### src/rtl/gpio_pkg.sv
package gpio_pkg;

    typedef enum logic [1:0] {
        AL_PLAIN = 2'd0,
        AL_SET   = 2'd1,
        AL_CLR   = 2'd2,
        AL_TOG   = 2'd3
    } alias_e;

    typedef enum logic [3:0] {
        RG_FSEL  = 4'd0,
        RG_OE    = 4'd1,
        RG_DOUT  = 4'd2,
        RG_DIN   = 4'd3,
        RG_IEN   = 4'd4,
        RG_ITYPE = 4'd5,
        RG_IPOL  = 4'd6,
        RG_ISTAT = 4'd7
    } reg_e;

    localparam logic [1:0] FSEL_IO = 2'd3;

    typedef struct packed {
        logic [3:0] bank;
        logic [3:0] kind;
        alias_e     al;
    } bus_dec_t;

    function automatic bus_dec_t decode_addr(input logic [11:0] addr);
        bus_dec_t d;
        d.bank = addr[11:8];
        d.kind = addr[7:4];
        d.al   = alias_e'(addr[3:2]);
        return d;
    endfunction

    function automatic logic [31:0] apply_alias(input logic [31:0] cur,
                                                input logic [31:0] wd,
                                                input alias_e al);
        case (al)
            AL_PLAIN: return wd;
            AL_SET:   return cur | wd;
            AL_CLR:   return cur & ~wd;
            default:  return cur ^ wd;
        endcase
    endfunction

endpackage

### src/rtl/gpio_alias_reg.sv
module gpio_alias_reg
    import gpio_pkg::*;
#(
    parameter int          W   = 8,
    parameter logic [W-1:0] RST = '0
) (
    input  logic         clk,
    input  logic         rst,
    input  logic         we,
    input  alias_e       al,
    input  logic [31:0]  wd,
    output logic [W-1:0] q
);
    logic [31:0] nxt;

    always_comb nxt = apply_alias(32'(q), wd, al);

    always_ff @(posedge clk) begin
        if (rst)     q <= RST;
        else if (we) q <= nxt[W-1:0];
    end
endmodule

### src/rtl/gpio_sync2.sv
module gpio_sync2 #(
    parameter int W = 8
) (
    input  logic         clk,
    input  logic         rst,
    input  logic [W-1:0] d,
    output logic [W-1:0] q
);
    logic [W-1:0] meta;

    always_ff @(posedge clk) begin
        if (rst) begin
            meta <= '0;
            q    <= '0;
        end else begin
            meta <= d;
            q    <= meta;
        end
    end
endmodule

### src/rtl/gpio_irq_bank.sv
module gpio_irq_bank #(
    parameter int P = 8
) (
    input  logic         clk,
    input  logic         rst,
    input  logic [P-1:0] din,
    input  logic [P-1:0] en,
    input  logic [P-1:0] edge_mode,
    input  logic [P-1:0] pol,
    input  logic         clr_we,
    input  logic [P-1:0] clr_mask,
    output logic [P-1:0] stat,
    output logic         irq
);
    logic [P-1:0] prev;
    logic [P-1:0] hit;

    always_comb begin
        for (int i = 0; i < P; i++) begin
            if (edge_mode[i])
                hit[i] = en[i] & (pol[i] ? (din[i] & ~prev[i]) : (~din[i] & prev[i]));
            else
                hit[i] = en[i] & (din[i] == pol[i]);
        end
    end

    always_ff @(posedge clk) begin
        if (rst) begin
            prev <= '0;
            stat <= '0;
        end else begin
            prev <= din;
            stat <= (stat & ~(clr_we ? clr_mask : '0)) | hit;
        end
    end

    assign irq = |(stat & en);
endmodule

### src/rtl/gpio_bank_ctrl.sv
module gpio_bank_ctrl
    import gpio_pkg::*;
#(
    parameter int NB    = 2,
    parameter int P     = 8,
    parameter int NFUNC = 3,
    parameter logic [NB*2*P-1:0] MUX_RESET = {4'b0000, {(NB*2*P-4){1'b1}}}
) (
    input  logic                  clk,
    input  logic                  rst,
    input  logic                  bus_wr,
    input  logic [11:0]           bus_addr,
    input  logic [31:0]           bus_wdata,
    output logic [31:0]           bus_rdata,
    input  logic [NB*P-1:0]       pad_in,
    output logic [NB*P-1:0]       pad_out,
    output logic [NB*P-1:0]       pad_oe,
    input  logic [NB*P*NFUNC-1:0] per_out,
    input  logic [NB*P*NFUNC-1:0] per_oe,
    output logic [NB-1:0]         irq
);
    localparam int NPIN = NB * P;
    localparam int FW   = 2 * P;
    localparam int BW   = (NB > 1) ? $clog2(NB) : 1;

    bus_dec_t dec;
    logic     bank_ok;
    logic [BW-1:0] bsel;

    always_comb begin
        dec     = decode_addr(bus_addr);
        bank_ok = (dec.bank < 4'(NB));
        bsel    = dec.bank[BW-1:0];
    end

    logic [NB-1:0][FW-1:0] fsel_q;
    logic [NB-1:0][P-1:0]  oe_q, dout_q, din_q, ien_q, ityp_q, ipol_q, stat_q;

    logic [NPIN-1:0]   oe_flat, dout_flat, stat_flat;
    logic [NB*FW-1:0]  fsel_flat;
    assign oe_flat   = oe_q;
    assign dout_flat = dout_q;
    assign stat_flat = stat_q;
    assign fsel_flat = fsel_q;

    gpio_sync2 #(.W(NPIN)) u_sync (
        .clk(clk), .rst(rst), .d(pad_in), .q(din_q)
    );

    for (genvar b = 0; b < NB; b++) begin : g_bank
        logic hit_b;
        assign hit_b = bus_wr && (dec.bank == 4'(b));

        gpio_alias_reg #(.W(FW), .RST(MUX_RESET[b*FW +: FW])) u_fsel (
            .clk(clk), .rst(rst), .we(hit_b && dec.kind == RG_FSEL),
            .al(dec.al), .wd(bus_wdata), .q(fsel_q[b])
        );
        gpio_alias_reg #(.W(P)) u_oe (
            .clk(clk), .rst(rst), .we(hit_b && dec.kind == RG_OE),
            .al(dec.al), .wd(bus_wdata), .q(oe_q[b])
        );
        gpio_alias_reg #(.W(P)) u_dout (
            .clk(clk), .rst(rst), .we(hit_b && dec.kind == RG_DOUT),
            .al(dec.al), .wd(bus_wdata), .q(dout_q[b])
        );
        gpio_alias_reg #(.W(P)) u_ien (
            .clk(clk), .rst(rst), .we(hit_b && dec.kind == RG_IEN),
            .al(dec.al), .wd(bus_wdata), .q(ien_q[b])
        );
        gpio_alias_reg #(.W(P)) u_ityp (
            .clk(clk), .rst(rst), .we(hit_b && dec.kind == RG_ITYPE),
            .al(dec.al), .wd(bus_wdata), .q(ityp_q[b])
        );
        gpio_alias_reg #(.W(P)) u_ipol (
            .clk(clk), .rst(rst), .we(hit_b && dec.kind == RG_IPOL),
            .al(dec.al), .wd(bus_wdata), .q(ipol_q[b])
        );

        gpio_irq_bank #(.P(P)) u_irq (
            .clk(clk), .rst(rst), .din(din_q[b]), .en(ien_q[b]),
            .edge_mode(ityp_q[b]), .pol(ipol_q[b]),
            .clr_we(hit_b && dec.kind == RG_ISTAT && dec.al == AL_CLR),
            .clr_mask(bus_wdata[P-1:0]), .stat(stat_q[b]), .irq(irq[b])
        );

        for (genvar i = 0; i < P; i++) begin : g_pin
            localparam int G = b * P + i;
            logic [1:0] fs;
            assign fs = fsel_q[b][2*i +: 2];
            always_comb begin
                if (fs == FSEL_IO) begin
                    pad_out[G] = dout_q[b][i];
                    pad_oe[G]  = oe_q[b][i];
                end else if (int'(fs) < NFUNC) begin
                    pad_out[G] = per_out[G*NFUNC + int'(fs)];
                    pad_oe[G]  = per_oe[G*NFUNC + int'(fs)];
                end else begin
                    pad_out[G] = 1'b0;
                    pad_oe[G]  = 1'b0;
                end
            end
        end
    end

    always_comb begin
        bus_rdata = '0;
        if (bank_ok) begin
            case (dec.kind)
                RG_FSEL:  bus_rdata = 32'(fsel_q[bsel]);
                RG_OE:    bus_rdata = 32'(oe_q[bsel]);
                RG_DOUT:  bus_rdata = 32'(dout_q[bsel]);
                RG_DIN:   bus_rdata = 32'(din_q[bsel]);
                RG_IEN:   bus_rdata = 32'(ien_q[bsel]);
                RG_ITYPE: bus_rdata = 32'(ityp_q[bsel]);
                RG_IPOL:  bus_rdata = 32'(ipol_q[bsel]);
                RG_ISTAT: bus_rdata = 32'(stat_q[bsel]);
                default:  bus_rdata = '0;
            endcase
        end
    end
endmodule

### config.mk
export PLATFORM = sky130hd
export DESIGN_NAME = gpio_bank_ctrl
export DESIGN_NICKNAME = d
export VERILOG_FILES = /design/src/rtl/gpio_pkg.sv /design/src/rtl/gpio_alias_reg.sv /design/src/rtl/gpio_sync2.sv /design/src/rtl/gpio_irq_bank.sv /design/src/rtl/gpio_bank_ctrl.sv
export SDC_FILE = /design/constraint.sdc
export NUM_CORES = 1
export LEC_CHECK = 0
export BUFFER_PORTS_ARGS = -buffer_cell sky130_fd_sc_hd__buf_2
export CELL_PAD_IN_SITES_DETAIL_PLACEMENT = 1
export CELL_PAD_IN_SITES_GLOBAL_PLACEMENT = 1
export CORE_AREA = 10 10 244 246
export DETAILED_ROUTE_END_ITERATION = 16
export DIE_AREA = 0 0 254 256
export PLACE_DENSITY = 0.66
export SKIP_CTS_REPAIR_TIMING = 1
export SYNTH_ARGS = -nofsm -noshare
export SYNTH_HDL_FRONTEND = slang
export SYNTH_HIERARCHICAL = 1
export SYNTH_SLANG_ARGS = --single-unit
### constraint.sdc
create_clock -name clk -period 2.5 [get_ports clk]
set_input_delay 0.625 -clock clk [delete_from_list [all_inputs] [get_ports clk]]
set_output_delay 0.625 -clock clk [all_outputs]
set_load 0.005 [all_outputs]
==> run summary <==
- **Worst path slowest cell** sky130_fd_sc_hd__mux4_2
- **Die ar.** 65000 um2
- **chain of cells forming the critical path** inv_2 -> ha_4 -> mux4_2 -> nor3b_1 -> a221o_1 -> buf_2
- **insertion delay to the later sink of the worst-skew pair** 490 ps
- **endpoint class of the critical path** primary output
- **TritonCTS Buffers** 17
- **number of global-route vias before repair** 15692
- **antenna-violating nets left** 0
- **Crit path arrival time** 2220 ps
- **worst reg2reg path depth** 4
- **sum of overflow across all layers after global routing** 0
- **aggregate global-route resource usage** 0.185
- **total negative slack for setup checks** -5250 ps
- **startpoint of the worst-slack reg-to-reg timing path** g_bank[0].u_fsel/q[9]
- **first-pass GRT wire length** 92700 um
- **worst vdd ir** 0.432 mV
- **CTS tree** done
- **routed via count** 15035
- **number of rows in the core area** 86
- **xor and xnor fraction of the mapped netlist area** 0
- **setup violators final** 24
- **count of endpoints failing hold in the final timing report** 0
- **maximum clock frequency** 0.351 GHz
- **mux share of post-synthesis cell area** 0.187
- **Worst Path Required** 1880 ps
- **clock tree buffer depth** 2
- **post-synthesis simple-gate area fraction** 0.130
- **largest area contributor in the synthesized netlist** sky130_fd_sc_hd__dfxtp_1
- **ranking of synthesized cells by instance count** sky130_fd_sc_hd__inv_1 (240), sky130_fd_sc_hd__ha_1 (236), sky130_fd_sc_hd__dfxtp_1 (176)
- **count of flip-flops with a built-in enable after synthesis** 0
- **highest fanout seen on the critical path** 3
- **ratio of routed vias to standard cells** 5.27
- **DR DRC count** 0
- **largest cells by area after synthesis** sky130_fd_sc_hd__dfxtp_1 (22%), sky130_fd_sc_hd__ha_1 (18%), sky130_fd_sc_hd__mux2i_1 (9.6%)
- **Worst path max stage delay** 510 ps
- **dominant register cell in the synthesized netlist** sky130_fd_sc_hd__dfxtp_1
- **synthesis warning total** 6
- **R2R setup slack** 650 ps
- **DR pass1 iterations** 4
- **number of library cell types mapped by synthesis** 47
- **core footprint** 54700 um2
- **number of nets in the finished design** 2531
- **number of cells produced by synthesis** 1771
- **Synth top area share** 0.216
- **main combinational cell family by area after synthesis** multiplexers
- **power density over the cells** 333 nW/um2
- **total cell area at the placement stage** 19200 um2
- **antenna fix cells** 0
- **CTS H-tree depth** 4
- **RSZ-0062 raised after global routing** yes
- **quantity of I/O buffers inserted on ports** 190
- **Placer Congestion** 0.901
- **final HPWL from detailed placement** 49000 um
- **Initial Util** 0.298
- **ratio of cells with drive above 1 in the final layout** 0.357
- **result of the run** complete, but fails checks
- **CP Buf/Inv Count** 2
- **min setup slack post-route** -350 ps
- **r2r endpoint** g_bank[0].u_fsel/q[9]
- **count of max-cap constraint violations** 0
- **origin of the worst setup path** g_bank[1].u_fsel/q[10]
- **post-route minimum period** 2850 ps
- **final instance area** 21300 um2
- **floorplan die height** 256 um
- **portion of the post-synthesis area used by sequential elements** 0.216
- **number of antenna violations at the first check in global routing** 1
- **synthesized-area fraction occupied by ao, oa, aoi and oai cells** 0.184
- **count of boundary I/O pins** 225
- **FF+latch count, synth** 176
- **worst clock skew on the final layout** 15.7 ps
- **post-detailed-routing wire length** 64200 um
- **post-synthesis cell area** 16300 um2
- **area delta synth->final** 31.1%
- **nature of the critical path startpoint** flop
- **average wire length per cell after detail routing** 22.5 um
- **Leak Pwr** 9.95 nW
- **fin. max-slew vios** 0
- **Num Clock Sinks** 176
- **share of the clock period used by the worst path** 1.14
- **type of the worst setup path** reg2out
- **path length in cells of the critical path** 6
- **hold crit path type** in2reg
- **adder-cell share of the synthesized area** 0.181
- **most used standard cell by instance count after synthesis** sky130_fd_sc_hd__inv_1
- **FFs w/ async S/R, synth** 0
- **CTS root buf** sky130_fd_sc_hd__clkbuf_16
- **Crit path max-delay family** multiplexers
- **overall die width** 254 um
- **clock transition at the register clock pins on the worst setup and hold paths after CTS** 90 ps
- **violations in the final reports** negative setup slack
- **average footprint of a synthesized cell** 9.19 um2
- **number of DRC violations after detailed-routing iteration 0** 748
- **maximum number of pins on one net before global-route repair** 60
- **Setup crit end** pad_oe[13]
==> layout make-up <==
type | count | area, um2
clock buffers | 17 | 425
clock inverters | 15 | 211
fillers | 6315 | 33300
inverters | 250 | 951
multi-input cells | 1255 | 12000
flip-flops and latches | 176 | 3560
well taps | 704 | 881
repair buffers | 436 | 3330
==> metal layers <==
metal,up-vias,global-route usage,part of all wire
met1,7631,0.223,0.43
met5,-,0,0.00017
met4,2,0.0600,0.027
li1,6972,-,-
met3,77,0.0313,0.042
met2,353,0.326,0.50
==> report_power, final <==
group | internal [W] | switching, W
clock network | 0.00138 | 0.00153
registers | 0.00283 | 0.0000304
logic | 0.000612 | 0.000734
total | 0.00482 | 0.00229
==> kinds of logic after synthesis <==
| family | after synthesis |
|---|---|
| mux | 238 |
| simple gates | 393 |
| flops | 176 |
| compound gates | 372 |
| fa+ha+maj | 236 |
| buf+inv | 355 |
| other cells | 1 |
==> cell usage in the layout (no fill, tap or decap), types with 21 or more instances in the layout <==
| master | count |
|---|---|
| sky130_fd_sc_hd__dfxtp_1 | 160 |
| sky130_fd_sc_hd__o21ai_0 | 94 |
| sky130_fd_sc_hd__a221oi_2 | 60 |
| sky130_fd_sc_hd__buf_4 | 201 |
| sky130_fd_sc_hd__a22oi_1 | 24 |
| sky130_fd_sc_hd__mux4_2 | 48 |
| sky130_fd_sc_hd__nand2_1 | 122 |
| sky130_fd_sc_hd__clkbuf_16 | 22 |
| sky130_fd_sc_hd__mux2_2 | 29 |
| sky130_fd_sc_hd__nand2b_1 | 25 |
| sky130_fd_sc_hd__mux2i_1 | 128 |
| sky130_fd_sc_hd__nor3_1 | 21 |
| sky130_fd_sc_hd__inv_1 | 234 |
| sky130_fd_sc_hd__nand3_1 | 21 |
| sky130_fd_sc_hd__a221oi_1 | 24 |
| sky130_fd_sc_hd__ha_1 | 228 |
| sky130_fd_sc_hd__o21ai_1 | 50 |
| sky130_fd_sc_hd__nor2_1 | 45 |
| sky130_fd_sc_hd__buf_2 | 175 |
| sky130_fd_sc_hd__nor2b_1 | 74 |
| sky130_fd_sc_hd__buf_6 | 29 |
| sky130_fd_sc_hd__o22ai_2 | 30 |
==> flip-flops by register name (all words and copies together) (netlist names) <==
| register | count |
|---|---|
| g_bank.u_dout/q | 16 |
| g_bank.u_fsel/q | 32 |
| g_bank.u_ien/q | 16 |
| g_bank.u_ipol/q | 16 |
| g_bank.u_irq/prev | 16 |
| g_bank.u_irq/stat | 16 |
| g_bank.u_ityp/q | 16 |
| g_bank.u_oe/q | 16 |
| u_sync/meta | 16 |
| u_sync/q | 16 |
==> how the worst min path moves through the flow <==
stage                               from             end  slack [ps]  cells past startpoint
after global routing           pad_in[7]  u_sync/meta[7]         340                      2
after CTS                      pad_in[7]  u_sync/meta[7]         330                      2
final                          pad_in[7]  u_sync/meta[7]         340                      2
after detailed placement  u_sync/meta[8]     u_sync/q[8]         430                      1
after floorplan           u_sync/meta[0]     u_sync/q[0]         410                      1
after global placement    u_sync/meta[1]     u_sync/q[1]         430                      1
==> per-stage QoR <==
stage          hold WS [ps]  worst slack (ps)  std cells   util  power (W)
2_1_floorplan           414              70.1       1786      -    0.00362
3_3_place_gp            434              -425       2777  0.351    0.00406
3_5_place_dp            429              -437       2777  0.351    0.00413
4_1_cts                 329              -598       2809  0.363    0.00703
5_1_grt                 344              -438       2853  0.390    0.00739
6_report                340              -350       2853  0.390    0.00711
==> worst reg2reg max path: cells and delay by family, from the launching register on <==
| kind | cells | cell delay, ps |
|---|---|---|
| fa+ha+maj | 1 | 300 |
| flops | 1 | 550 |
| mux | 1 | 470 |
| compound gates | 1 | 310 |
| buf+inv | 1 | 120 |
(Power assumes the default switching activity.)
